## src/rtl/pwm_pkg.sv

```systemverilog
package pwm_pkg;
  localparam int NUM_CH = 4;
  typedef logic [NUM_CH-1:0] ch_mask_t;
endpackage

```

## src/rtl/pwm_trig_route.sv

```systemverilog
module pwm_trig_route
  import pwm_pkg::*;
(
  input  logic     split_i,
  input  logic     irq_m0_i,
  input  logic     irq_m2_i,
  output ch_mask_t master_mode_o,
  output ch_mask_t trig_o
);
  always_comb begin
    master_mode_o = {1'b0, split_i, 1'b0, 1'b1};
    trig_o[0]     = 1'b0;
    trig_o[1]     = irq_m0_i;
    trig_o[2]     = split_i ? 1'b0 : irq_m0_i;
    trig_o[3]     = split_i ? irq_m2_i : irq_m0_i;
  end
endmodule

```

## src/rtl/pwm_chan.sv

```systemverilog
module pwm_chan #(
  parameter int CNT_W = 16
) (
  input  logic             clk_i,
  input  logic             rst_ni,
  input  logic             tick_i,
  input  logic             master_mode_i,
  input  logic             start_i,
  input  logic             stop_i,
  input  logic             wr_i,
  input  logic [CNT_W-1:0] wdata_i,
  input  logic             trig_i,
  output logic             irq_o,
  output logic             pwm_o
);
  logic [CNT_W-1:0] data_q, cnt_q;
  logic run_q, pend_q, busy_q, first_q, pwm_q;
  logic is_zero;

  assign is_zero = (cnt_q == '0);
  assign pwm_o   = pwm_q;

  always_comb begin
    if (master_mode_i) irq_o = tick_i & run_q & (pend_q | is_zero);
    else               irq_o = tick_i & run_q & busy_q & is_zero;
  end

  always_ff @(posedge clk_i or negedge rst_ni) begin
    if (!rst_ni) begin
      data_q  <= '0;
      cnt_q   <= '0;
      run_q   <= 1'b0;
      pend_q  <= 1'b0;
      busy_q  <= 1'b0;
      first_q <= 1'b0;
      pwm_q   <= 1'b0;
    end else begin
      if (wr_i) data_q <= wdata_i;
      if (stop_i) begin
        run_q   <= 1'b0;
        pend_q  <= 1'b0;
        busy_q  <= 1'b0;
        first_q <= 1'b0;
        pwm_q   <= 1'b0;
      end else if (start_i) begin
        run_q   <= 1'b1;
        pend_q  <= master_mode_i;
        busy_q  <= 1'b0;
        first_q <= 1'b0;
        pwm_q   <= 1'b0;
      end else if (tick_i && run_q) begin
        if (master_mode_i) begin
          // interval mode: reload on start or terminal count
          if (pend_q || is_zero) begin
            cnt_q  <= data_q;
            pend_q <= 1'b0;
          end else begin
            cnt_q <= cnt_q - 1'b1;
          end
        end else begin
          // one-count mode
          if (busy_q) begin
            if (is_zero) begin
              busy_q <= 1'b0;
              pwm_q  <= 1'b0;
            end else begin
              cnt_q <= cnt_q - 1'b1;
              if (first_q) pwm_q <= 1'b1;
            end
            first_q <= 1'b0;
          end
          // retrigger overrides the running count (clamps duty at 100%)
          if (trig_i) begin
            cnt_q   <= data_q;
            busy_q  <= 1'b1;
            first_q <= 1'b1;
          end
        end
      end
    end
  end
endmodule

```

## src/rtl/pwm_pair_timer.sv

```systemverilog
module pwm_pair_timer
  import pwm_pkg::*;
#(
  parameter int CNT_W = 16
) (
  input  logic             clk_i,
  input  logic             rst_ni,
  input  logic             cnt_en_i,
  input  logic             pair_split_i,
  input  logic [3:0]       wr_i,
  input  logic [CNT_W-1:0] wdata_i,
  input  logic [3:0]       start_i,
  input  logic [3:0]       stop_i,
  output logic [3:0]       irq_o,
  output logic [3:0]       pwm_o
);
  ch_mask_t master_mode, trig;

  pwm_trig_route u_route (
    .split_i      (pair_split_i),
    .irq_m0_i     (irq_o[0]),
    .irq_m2_i     (irq_o[2]),
    .master_mode_o(master_mode),
    .trig_o       (trig)
  );

  for (genvar k = 0; k < NUM_CH; k++) begin : g_ch
    pwm_chan #(.CNT_W(CNT_W)) u_ch (
      .clk_i        (clk_i),
      .rst_ni       (rst_ni),
      .tick_i       (cnt_en_i),
      .master_mode_i(master_mode[k]),
      .start_i      (start_i[k]),
      .stop_i       (stop_i[k]),
      .wr_i         (wr_i[k]),
      .wdata_i      (wdata_i),
      .trig_i       (trig[k]),
      .irq_o        (irq_o[k]),
      .pwm_o        (pwm_o[k])
    );
  end
endmodule

```

## config.mk

```make
export PLATFORM = sky130hd
export DESIGN_NAME = pwm_pair_timer
export DESIGN_NICKNAME = d
export VERILOG_FILES = /design/src/rtl/pwm_pkg.sv /design/src/rtl/pwm_trig_route.sv /design/src/rtl/pwm_chan.sv /design/src/rtl/pwm_pair_timer.sv
export SDC_FILE = /design/constraint.sdc
export NUM_CORES = 1
export LEC_CHECK = 0
export BUFFER_PORTS_ARGS = -buffer_cell sky130_fd_sc_hd__buf_2
export CAP_MARGIN = 20
export CORE_MARGIN = 2
export CORE_UTILIZATION = 46
export DETAILED_ROUTE_END_ITERATION = 8
export GPL_TIMING_DRIVEN = 0
export PLACE_DENSITY = 0.63
export RECOVER_POWER = 100
export SETUP_SLACK_MARGIN = 0.15
export SLEW_MARGIN = 20
export SYNTH_ARGS = -nofsm -noshare
export SYNTH_HDL_FRONTEND = slang
export SYNTH_SLANG_ARGS = --single-unit
```

## constraint.sdc

```tcl
create_clock -name clk_i -period 3.55 [get_ports clk_i]
set_clock_uncertainty 0.15 [all_clocks]
set_input_delay 0.1775 -clock clk_i [delete_from_list [all_inputs] [get_ports clk_i]]
set_output_delay 0.1775 -clock clk_i [all_outputs]
set_load 0.01 [all_outputs]
```

==> results of run 1 <==
[timing repair]
action | CTS | global route
setup endpoints to repair | 0 | 3
hold buffers | 29 | 0
endpoints found under the hold margin | 222 | 0
gates resized for setup | 0 | 4
[tightest hold or removal path, cell delays in order]
cell	delay [ps]
buf_2	120
nand2_1	110
a21oi_1	80
nor2_1	80
[area by class of cell]
| cell class | instances | area (µm²) |
|---|---|---|
| fillers | 1406 | 7090 |
| plain buffers | 46 | 225 |
| flip-flops and latches | 143 | 3580 |
| well taps | 216 | 270 |
| multi-input cells | 512 | 3410 |
| inverters | 24 | 93.8 |
| clock buffers | 23 | 488 |
| repair buffers | 63 | 463 |
| clock inverters | 9 | 155 |
[per-layer routing]
metal	GRT usage	part of all wire
met5	0	0
met4	0.110	0.028
met3	0.0500	0.049
met2	0.380	0.48
met1	0.324	0.45
[cell families after synthesis]
logic type                 after synthesis  share of synthesized area
xor gates and xnor gates                 1                    0.00119
AOI/OAI and AO/OA                      191                      0.172
DFF                                    143                      0.487
muxes                                   85                      0.127
buffers and inverters                   70                     0.0463
other                                    1                   0.000511
and+or+nand+nor                        228                      0.155
adders and majority gates                6                     0.0102
[layout by cell type (no fill, tap or decap), types with 4 or more instances in the layout]
cell type,n
a22o_1,4
a21oi_1,52
a21boi_0,4
mux2_2,64
clkbuf_8,4
o22ai_1,8
a31oi_1,5
or3_1,8
clkbuf_1,48
a2bb2oi_1,4
mux2i_1,19
or2_2,4
nor2_1,56
dfrtp_1,143
ha_1,6
nand3_1,29
a22oi_1,7
and3_1,5
buf_2,19
clkbuf_16,17
dlygate4sd3_1,29
nor4_1,19
buf_4,7
o21ai_0,57
o31ai_1,4
o2bb2ai_1,11
bufinv_16,4
nand4_1,7
nand2_1,44
o221a_2,4
inv_1,23
nor3_1,38
o211ai_1,5
clkbuf_2,4
[stage by stage]
stage / area, µm² / hold slack [ps] / worst slack, ps / instances / power (W)
2_1_floorplan: 7340 / -268 / 1080 / 725 / 0.00237
3_3_place_gp: 7780 / 209 / 86.0 / 974 / 0.00255
3_5_place_dp: 7820 / -58.8 / 396 / 975 / 0.00259
4_1_cts: 8750 / 9.68 / 165 / 1036 / 0.00456
5_1_grt: 8680 / 81.5 / 84.6 / 1036 / 0.00473
6_report: 8680 / 31.4 / 261 / 1036 / 0.00453
[how the worst max path moves through the flow]
stage,from,to,cells after the start
after global routing,g_ch[0].u_ch.cnt_q[0],g_ch[2].u_ch.cnt_q[10],10
after global placement,rst_ni,g_ch[1].u_ch.run_q,1
after CTS,g_ch[0].u_ch.cnt_q[0],irq_o[0],9
after floorplan,g_ch[2].u_ch.cnt_q[0],g_ch[2].u_ch.cnt_q[6],8
after detailed placement,g_ch[0].u_ch.cnt_q[0],g_ch[2].u_ch.cnt_q[0],10
final,g_ch[0].u_ch.cnt_q[0],g_ch[2].u_ch.cnt_q[2],10
[power by group]
part | leakage, nW | total (W) | internal, W | switching [W]
clock | 0.313 | 0.00194 | 0.00125 | 0.000689
sequential | 1.76 | 0.00197 | 0.00181 | 0.000166
combinational | 1.60 | 0.000618 | 0.000275 | 0.000343
total | 3.68 | 0.00453 | 0.00333 | 0.00120
[state kept, by name (all words and copies together) (netlist names)]
name               count
g_ch.u_ch.cnt_q       64
g_ch.u_ch.data_q      64
g_ch.u_ch.run_q        4
g_ch.u_ch.busy_q       3
g_ch.u_ch.first_q      3
g_ch.u_ch.pwm_o        3
g_ch.u_ch.pend_q       2
==> load_flow_metrics.sql, run 1 <==
INSERT INTO impl_metrics (metric_group, metric, value, unit) VALUES
('status', 'status', 'finished with violations', ''),
('status', 'failed_checks', 'capacitance limit, slew limit', ''),
('clock_network', 'clock_path_buffers', '2', ''),
('global_route', 'globalRoute.totalOverflow', '0', ''),
('global_route', 'antenna_found_initial', '0', ''),
('hold_path', 'timing.hold.worst_endpoint', 'g_ch[0].u_ch.pend_q', ''),
('worst_setup_path', 'worstSetupStartpointType', 'flop', ''),
('worst_setup_path', 'path_delay_family', 'compound AO/OA/AOI/OAI gates', ''),
('die', 'die-width', '130', 'µm'),
('place', 'placement.io_buffers', '33', ''),
('detailed_routing', 'routed-via-count', '6188', ''),
('detailed_routing', 'routed_wirelength', '19200', 'µm'),
('worst_setup_path', 'r2r-start', 'g_ch[0].u_ch.cnt_q[0]', ''),
('place', 'hpwl', '13000', 'µm'),
('clock_network', 'worst_skew_pair.late_latency', '430', 'ps'),
('worst_setup_path', 'setup.reg_to_reg.worst_slack', '260', 'ps'),
('clock_network', 'post_cts_buffers', '0', ''),
('hold_path', 'hold_path.startpoint', 'cnt_en_i', ''),
('die', 'std_cell_core_area', '15800', 'µm²'),
('die', 'initial_core_util', '0.466', ''),
('synth', 'ys.warnings.count', '0', ''),
('cells_and_area', 'layout-drive-gt1-share', '0.180', ''),
('clock_network', 'numCtsBuffers', '17', ''),
('worst_setup_path', 'critical_path_required', '3740', 'ps'),
('timing', 'slew_viol_final', '43', ''),
('detailed_routing', 'wl_per_cell', '18.5', 'µm'),
('worst_setup_path', 'critical_path.n_buffers_inverters', '3', ''),
('worst_setup_path', 'critical_path.max_stage_delay', '420', 'ps'),
('clock_network', 'clk_pin_slew_worst_paths', '60', 'ps'),
('cells_and_area', 'num_antenna_cells', '0', ''),
('global_route', 'maximum_number_of_pins_on_one_net_before_global_route_repair', '102', ''),
('worst_setup_path', 'critical_path_class', 'reg2reg', ''),
('synth', 'synth.top_cells.by_area', 'dfrtp_1, mux2_2, o21ai_0', ''),
('cells_and_area', 'area_growth', '18.2', '%'),
('clock_network', 'cts_root_buf', 'clkbuf_16', ''),
('die', 'die_h', '130', 'µm'),
('hold_path', 'timing.hold.worst.class', 'in2reg', ''),
('timing', 'max_slew.worst_pin.slew', '2450', 'ps'),
('synth', 'netlist_instances', '725', ''),
('synth', 'synth.cells.most_frequent', 'dfrtp_1, mux2_2, nor2_1, o21ai_0, a21oi_1', ''),
('clock_network', 'tritoncts', 'done', ''),
('synth', 'netlist.area_leader.share', '0.487', ''),
('timing', 'clock.fmax', '304', 'MHz'),
('pwr', 'power-per-cell-area', '522', 'nW/µm²'),
('worst_setup_path', 'crit_fanout', '10', ''),
('global_route', 'grt_pass1_vias', '6023', ''),
('synth', 'synth.largest_area_cell', 'dfrtp_1', ''),
('flow_run', 'maxCapViolations', '1', ''),
('synth', 'synthesis.nets', '763', ''),
('timing', 'rsz0062_at_grt', 'yes', ''),
('hold_path', 'holdPathStages', '4', ''),
('timing', 'hold_viol', '0', ''),
('worst_setup_path', 'timing.reg2reg.worst_path_depth', '10', ''),
('clock_network', 'clock_sinks', '143', ''),
('detailed_routing', 'route.antenna.remaining_nets', '0', ''),
('timing', 'timing.final.crit_share', '0.926', ''),
('die', 'floorplan.io_pins', '40', ''),
('die', 'row_count', '46', ''),
('synth', 'ys_async_sr_fraction', '1.00', ''),
('synth', 'yosys.cell_count.top_type', 'dfrtp_1', ''),
('worst_setup_path', 'worst_r2r_endpoint', 'g_ch[2].u_ch.cnt_q[2]', ''),
('timing', 'setup-violations-final', '0', ''),
('worst_setup_path', 'cpMaxStageDelayCell', 'clkbuf_1', ''),
('synth', 'synthesis.area_per_instance', '10.1', 'µm²'),
('synth', 'number_of_synthesized_flops_with_an_enable_pin', '0', ''),
('die', 'die_area', '17000', 'µm²'),
('global_route', 'grt_use_total', '0.242', ''),
('synth', 'ys.flop_type', 'dfrtp_1', ''),
('place', 'placer_s_final_routability_congestion_estimate', '0.925', ''),
('timing', 'totalNegativeSetupSlack', '0', 'ps'),
('detailed_routing', 'drt_pass1_iterations', '5', '');
Power figures use the tool's default switching activity.
==> run 2, diff against run 1 <==
Settings changed: CORE_UTILIZATION 46 to 61, CTS_BUF_LIST from default to sky130_fd_sc_hd__clkbuf_16, PLACE_DENSITY 0.63 to 0.8.
Clock period 3.55 ns to 3.7 ns, I/O delays scaled along.
==> run 2 against run 1 <==
Net effect:
- the run still ends with capacitance limit, slew limit left
- clock power down 14%
- power decreased by 8.4%
- wire length grew 0.45%
- core utilization grew 16 points
- via count up 2.9%
- critical path depth shrank 1
- die area is 24% lower
- critical path type unchanged
- largest power group unchanged
==> load_flow_metrics.sql, run 2 (synthesized netlist as in run 1, its figures left out) <==
INSERT INTO impl_metrics (metric_group, metric, value, unit) VALUES
('status', 'status', 'finished with violations', ''),
('status', 'failed_checks', 'capacitance limit, slew limit', ''),
('die', 'row_count', '40', ''),
('hold_path', 'timing.hold.worst.class', 'in2reg', ''),
('timing', 'max_slew.worst_pin.slew', '2320', 'ps'),
('pwr', 'total_switching_power', '0.00113', 'W'),
('pwr', 'power_frac_comb', '0.144', ''),
('cells_and_area', 'final_common_cell', 'dfrtp_1', ''),
('flow_run', 'maxCapViolations', '1', ''),
('clock_network', 'clock_sinks', '143', ''),
('cells_and_area', 'multi_input_comb_area', '3400', 'µm²'),
('pwr', 'power.static_leakage', '3.64', 'nW'),
('timing', 'final.min_clock_period', '3340', 'ps'),
('detailed_routing', 'route.antenna.remaining_nets', '0', ''),
('clock_network', 'cts_root_buf', 'clkbuf_16', ''),
('worst_setup_path', 'crit_arrival', '3480', 'ps'),
('cells_and_area', 'area_growth', '15.4', '%'),
('cells_and_area', 'mostFrequentLayoutCells', 'dfrtp_1, mux2_2, o21ai_0', ''),
('cells_and_area', 'register_area', '3580', 'µm²'),
('cells_and_area', 'num_antenna_cells', '0', ''),
('clock_network', 'cts_htree_levels', '4', ''),
('place', 'postPlaceCellArea', '7730', 'µm²'),
('global_route', 'globalRoute.totalOverflow', '0', ''),
('cells_and_area', 'finish.net_count', '845', ''),
('pwr', 'cellInternalPower', '0.00302', 'W'),
('clock_network', 'numCtsBuffers', '17', ''),
('place', 'hpwl', '12600', 'µm'),
('timing', 'timing.final.crit_share', '0.903', ''),
('global_route', 'maximum_number_of_pins_on_one_net_before_global_route_repair', '101', ''),
('worst_setup_path', 'crit_fanout', '10', ''),
('detailed_routing', 'drt_iter0_drc', '715', ''),
('clock_network', 'clock_path_buffers', '2', ''),
('die', 'die_h', '114', 'µm'),
('clock_network', 'worst_skew_pair.late_latency', '430', 'ps'),
('place', 'placer_s_final_routability_congestion_estimate', '0.920', ''),
('clock_network', 'clk_pin_slew_worst_paths', '60', 'ps'),
('timing', 'rsz0062_at_grt', 'no', ''),
('cells_and_area', 'biggestRegsByFlops', 'g_ch.u_ch.cnt_q (64), g_ch.u_ch.data_q (64), g_ch.u_ch.run_q (4)', ''),
('timing', 'clock.fmax', '299', 'MHz'),
('pwr', 'sequential_share_of_power', '0.457', ''),
('worst_setup_path', 'cpMaxStageDelayCell', 'o311ai_2', ''),
('pwr', 'clkPwrFrac', '0.399', ''),
('timing', 'setup-violations-final', '0', ''),
('pwr', 'vdd.ir_drop.worst', '361', 'µV'),
('worst_setup_path', 'critical_path_class', 'reg2reg', ''),
('global_route', 'grt_use_total', '0.317', ''),
('global_route', 'grt_pass1_vias', '6391', ''),
('die', 'std_cell_core_area', '11900', 'µm²'),
('worst_setup_path', 'cp_cell_sequence', 'inv_1, ha_1, nor4b_1, and4_1, o21ai_2, clkinv_1, o311ai_2, buf_2, o22ai_1', ''),
('cells_and_area', 'area_of_all_placed_cells_without_fillers', '8480', 'µm²'),
('timing', 'worst_slew_margin_rel', '-0.547', ''),
('die', 'floorplan.io_pins', '40', ''),
('cells_and_area', 'nFillCells', '851', ''),
('worst_setup_path', 'worstSetupStartpointType', 'flop', ''),
('detailed_routing', 'routed_wirelength', '19300', 'µm'),
('die', 'die_area', '12900', 'µm²'),
('timing', 'hold_viol', '0', ''),
('worst_setup_path', 'critical_path.max_stage_delay', '710', 'ps'),
('timing', 'slew_viol_final', '45', ''),
('cells_and_area', 'layout-drive-gt1-share', '0.166', ''),
('clock_network', 'post_cts_buffers', '0', ''),
('detailed_routing', 'routed-via-count', '6365', ''),
('detailed_routing', 'drcViolationCount', '0', ''),
('global_route', 'global_route_wire_length_before_repair', '31800', 'µm'),
('detailed_routing', 'viasPerCell', '6.59', ''),
('place', 'placement.io_buffers', '33', ''),
('detailed_routing', 'wl_per_cell', '19.9', 'µm'),
('timing', 'totalNegativeSetupSlack', '0', 'ps'),
('die', 'die-width', '114', 'µm'),
('detailed_routing', 'drt_pass1_iterations', '6', ''),
('pwr', 'power-per-cell-area', '490', 'nW/µm²'),
('clock_network', 'tritoncts', 'done', ''),
('worst_setup_path', 'critical_path_required', '3840', 'ps'),
('pwr', 'sw_frac_of_total', '0.272', ''),
('global_route', 'antenna_found_initial', '0', ''),
('die', 'initial_core_util', '0.619', ''),
('worst_setup_path', 'worst_setup_path_end_kind', 'flop', '');
## run 2: cell count changes in the layout (fill, tap and decap cells not counted), sizes merged
cell,change
buf,+1
clkbuf,-7
bufinv,-1
inv,+2
clkinv,+6
clkinvlp,-2
## run 2: power groups by stage
| stage | sequential, W | combinational, W | clock, W |
|---|---|---|---|
| finish | 0.00190 | 0.000596 | 0.00166 |
| global route | 0.00192 | 0.000660 | 0.00173 |
| CTS | 0.00189 | 0.000597 | 0.00167 |
| detailed placement | 0.00191 | 0.000564 | 0 |
| global placement | 0.00190 | 0.000535 | 0 |
| floorplan | 0.00186 | 0.000409 | 0 |
## run 2: cell type report
cell class | instances | area share
Buffer | 46 | 0.0263
Clock buffer | 17 | 0.0502
Clock inverter | 14 | 0.0156
Inverter | 24 | 0.0106
Multi-Input combinational cell | 512 | 0.401
Sequential cell | 143 | 0.422
Tap cell | 147 | 0.0217
Timing Repair Buffer | 63 | 0.0528
## run 2: path summary, 6_finish.rpt
check | start | endpoint | slack (ps) | cells after the start
setup reg to reg | g_ch[0].u_ch.cnt_q[0] | g_ch[2].u_ch.cnt_q[12] | 360 | 9
hold / removal | cnt_en_i | g_ch[0].u_ch.pend_q | 80 | 4
max in group asynchronous | rst_ni | g_ch[1].u_ch.run_q | 730 | 3
min in group asynchronous | rst_ni | g_ch[3].u_ch.first_q | 850 | 2
hold reg to reg | g_ch[0].u_ch.cnt_q[14] | g_ch[0].u_ch.cnt_q[14] | 340 | 1
setup / recovery | g_ch[0].u_ch.cnt_q[0] | g_ch[2].u_ch.cnt_q[12] | 360 | 9
## run 2: layer usage
| metal | vias to the layer above | wire length [µm] | global-route usage |
|---|---|---|---|
| li1 | 2840 | - | - |
| met1 | 3110 | 8020 | 0.415 |
| met2 | 336 | 9030 | 0.498 |
| met3 | 79 | 1310 | 0.0670 |
| met4 | 0 | 906 | 0.170 |
| met5 | - | 0 | 0 |
## run 2: worst max-delay path, delay by kind of cell, from the launching register on
family                     cells  cell delay [ps]
AOI/OAI and AO/OA              3             1210
buffers and inverters          3              790
DFF                            1              410
and+or+nand+nor                2              390
adders and majority gates      1              250
## run 2: per-stage QoR
step | instances | utilization | setup WS [ps] | total power [W] | hold WS [ps]
global route | 966 | 0.715 | 123 | 0.00431 | 109
finish | 966 | 0.715 | 359 | 0.00415 | 75.4
global placement | 905 | 0.649 | 355 | 0.00244 | 215
detailed placement | 906 | 0.652 | 592 | 0.00248 | -53.2
floorplan | 725 | - | 1230 | 0.00227 | -261
CTS | 966 | 0.723 | 375 | 0.00416 | 57.1
## run 2: repair_timing
| item | CTS | global route |
|---|---|---|
| resized for setup | 0 | 2 |
| endpoints found under the hold margin | 221 | 0 |
| hold buffers | 29 | 0 |
| endpoints found under the setup margin | 0 | 1 |
==> run 3, diff against run 2 <==
Settings changed: CORE_UTILIZATION 61 to 55, PLACE_DENSITY 0.8 to 0.76.
Clock period 3.7 ns to 2.96 ns, I/O delays scaled along.
==> run 3 against run 2 <==
Net effect:
- the flow still finishes with violations (capacitance limit, slew limit)
- core utilization fell by 4.7 points
- worst setup slack worse by 160 ps
- wire length up 4.3%
- register-to-register slack worse by 150 ps
- non-clock buffer count is 10 higher
- power up 27%
- critical path depth shrank 1
- design area increased by 3.5%
- sequential share of layout area decreased by 1.4 points
- critical endpoint is now irq_o[2]
==> load_flow_metrics.sql, run 3 (synthesized netlist as in run 1, its figures left out) <==
INSERT INTO impl_metrics (metric_group, metric, value, unit) VALUES
('place', 'placement.io_buffers', '33', ''),
('global_route', 'maximum_number_of_pins_on_one_net_before_global_route_repair', '102', ''),
('clock_network', 'clock_path_buffers', '2', ''),
('global_route', 'grt_use_total', '0.291', ''),
('cells_and_area', 'area_of_all_placed_cells_without_fillers', '8770', 'µm²'),
('timing', 'rsz0062_at_grt', 'yes', ''),
('place', 'placer_s_final_routability_congestion_estimate', '0.934', ''),
('cells_and_area', 'finalCoreUtilization', '0.668', ''),
('timing', 'timing.final.crit_share', '0.932', ''),
('pwr', 'power-per-cell-area', '602', 'nW/µm²'),
('die', 'die-width', '120', 'µm'),
('cells_and_area', 'finish.net_count', '855', ''),
('timing', 'hold_viol', '0', ''),
('timing', 'setup-violations-final', '0', ''),
('die', 'row_count', '42', ''),
('worst_setup_path', 'setup.reg_to_reg.worst_slack', '210', 'ps'),
('worst_setup_path', 'worstSetupStartpointType', 'flop', ''),
('worst_setup_path', 'worst_r2r_endpoint', 'g_ch[1].u_ch.cnt_q[14]', ''),
('status', 'status', 'finished with violations', ''),
('global_route', 'antenna_found_initial', '0', ''),
('detailed_routing', 'routed-via-count', '6421', ''),
('cells_and_area', 'final_common_cell', 'dfrtp_1', ''),
('die', 'floorplan.io_pins', '40', ''),
('place', 'dp_slack', '-146', 'ps'),
('global_route', 'grt_pass1_vias', '6312', ''),
('clock_network', 'cts_htree_levels', '4', ''),
('pwr', 'vdd.ir_drop.worst', '422', 'µV'),
('cells_and_area', 'layout.cells.non_filler', '1006', ''),
('detailed_routing', 'drcViolationCount', '0', ''),
('timing', 'max_slew.worst_pin.slew', '1960', 'ps'),
('worst_setup_path', 'critical_path_required', '2660', 'ps'),
('die', 'std_cell_core_area', '13100', 'µm²'),
('clock_network', 'cts_root_buf', 'clkbuf_16', ''),
('timing', 'worst_slew_margin_rel', '-0.310', ''),
('detailed_routing', 'routed_wirelength', '20100', 'µm'),
('worst_setup_path', 'r2r-start', 'g_ch[0].u_ch.cnt_q[0]', ''),
('clock_network', 'clk_pin_slew_worst_paths', '60', 'ps'),
('hold_path', 'holdPathStages', '2', ''),
('die', 'initial_core_util', '0.559', ''),
('timing', 'clock.fmax', '363', 'MHz'),
('detailed_routing', 'drt_iter0_drc', '714', ''),
('detailed_routing', 'route.antenna.remaining_nets', '0', ''),
('cells_and_area', 'biggestRegsByFlops', 'g_ch.u_ch.cnt_q (64), g_ch.u_ch.data_q (64), g_ch.u_ch.run_q (4)', ''),
('detailed_routing', 'drt_pass1_iterations', '5', ''),
('hold_path', 'hold_path.startpoint', 'wr_i[3]', ''),
('clock_network', 'worst_skew_pair.late_latency', '430', 'ps'),
('global_route', 'global_route_wire_length_before_repair', '32400', 'µm'),
('timing', 'slew_viol_final', '43', ''),
('timing', 'postLayoutSetupSlackWorst', '202', 'ps'),
('global_route', 'globalRoute.totalOverflow', '0', ''),
('hold_path', 'timing.hold.worst.class', 'in2reg', ''),
('clock_network', 'clock_sinks', '143', ''),
('hold_path', 'timing.hold.worst_endpoint', 'g_ch[3].u_ch.data_q[0]', ''),
('worst_setup_path', 'crit_arrival', '2460', 'ps'),
('place', 'hpwl', '12800', 'µm'),
('detailed_routing', 'wl_per_cell', '20.0', 'µm'),
('status', 'failed_checks', 'capacitance limit, slew limit', ''),
('pwr', 'power.static_leakage', '3.76', 'nW'),
('die', 'die_area', '14300', 'µm²'),
('detailed_routing', 'viasPerCell', '6.38', ''),
('flow_run', 'maxCapViolations', '1', ''),
('clock_network', 'tritoncts', 'done', ''),
('worst_setup_path', 'worst_setup_path_end_kind', 'output pin', ''),
('cells_and_area', 'mostFrequentLayoutCells', 'dfrtp_1, mux2_2, o21ai_0', ''),
('cells_and_area', 'area_growth', '19.5', '%'),
('clock_network', 'numCtsBuffers', '17', ''),
('cells_and_area', 'num_antenna_cells', '0', ''),
('timing', 'totalNegativeSetupSlack', '0', 'ps'),
('timing', 'final.min_clock_period', '2760', 'ps'),
('worst_setup_path', 'timing.reg2reg.worst_path_depth', '10', ''),
('place', 'placedCellCount', '935', ''),
('worst_setup_path', 'crit_fanout', '5', ''),
('worst_setup_path', 'critical_path_class', 'reg2out', ''),
('place', 'postPlaceCellArea', '7770', 'µm²'),
('cells_and_area', 'layout-drive-gt1-share', '0.207', ''),
('die', 'die_h', '120', 'µm');
-- run 3: worst max-delay path by stage --
stage	from	to	slack (ps)	cells after the start
4_1_cts	g_ch[0].u_ch.cnt_q[0]	g_ch[3].u_ch.cnt_q[8]	170	10
2_1_floorplan	g_ch[2].u_ch.cnt_q[0]	g_ch[2].u_ch.cnt_q[6]	490	8
3_5_place_dp	g_ch[2].u_ch.cnt_q[0]	g_ch[2].u_ch.cnt_q[10]	-150	8
5_1_grt	g_ch[3].u_ch.cnt_q[9]	g_ch[3].u_ch.cnt_q[4]	70	6
3_3_place_gp	rst_ni	g_ch[1].u_ch.run_q	-390	1
6_report	g_ch[2].u_ch.cnt_q[0]	irq_o[2]	200	8
-- run 3: metal layers --
metal / routed length [µm] / up-vias / GRT usage
met5: 0 / - / 0
met4: 629 / 0 / 0.111
met3: 1190 / 56 / 0.0732
met2: 9860 / 295 / 0.468
met1: 8420 / 3203 / 0.384
li1: - / 2867 / -
-- run 3: through the flow --
stage | power (W) | hold slack, ps
floorplan | 0.00284 | -298
global placement | 0.00305 | 177
detailed placement | 0.00310 | -90.8
CTS | 0.00525 | 42.5
global route | 0.00550 | 51.3
finish | 0.00528 | 47.3
-- run 3: power breakdown --
part / total [W] / switching, W / internal [W]
Sequential: 0.00239 / 0.000222 / 0.00216
Clock: 0.00210 / 0.000870 / 0.00123
Combinational: 0.000795 / 0.000440 / 0.000355
-- run 3: what timing repair did --
| item | CTS | global route |
|---|---|---|
| resized for setup | 13 | 14 |
| pin swaps | 3 | 7 |
| setup buffers | 1 | 8 |
| hold buffers | 30 | 0 |
| hold endpoints to repair | 222 | 0 |
| endpoints found under the setup margin | 59 | 52 |
| gates cloned | 0 | 0 |
-- run 3: cell type report --
type	count	area [µm²]
fillers	986	4360
flip-flops and latches	143	3580
multi-input cells	512	3500
repair buffers	73	551
clock buffers	17	425
plain buffers	46	262
well taps	176	220
clock inverters	15	146
inverters	24	95.1
-- run 3: worst max-delay path, stage by stage (launching register included) --
cell and delay [ps]:
dfrtp_1 410, inv_2 80, ha_2 210, nor3b_4 290
nand4_4 160, o31a_1 440, o22ai_1 200, buf_4 130
buf_2 120
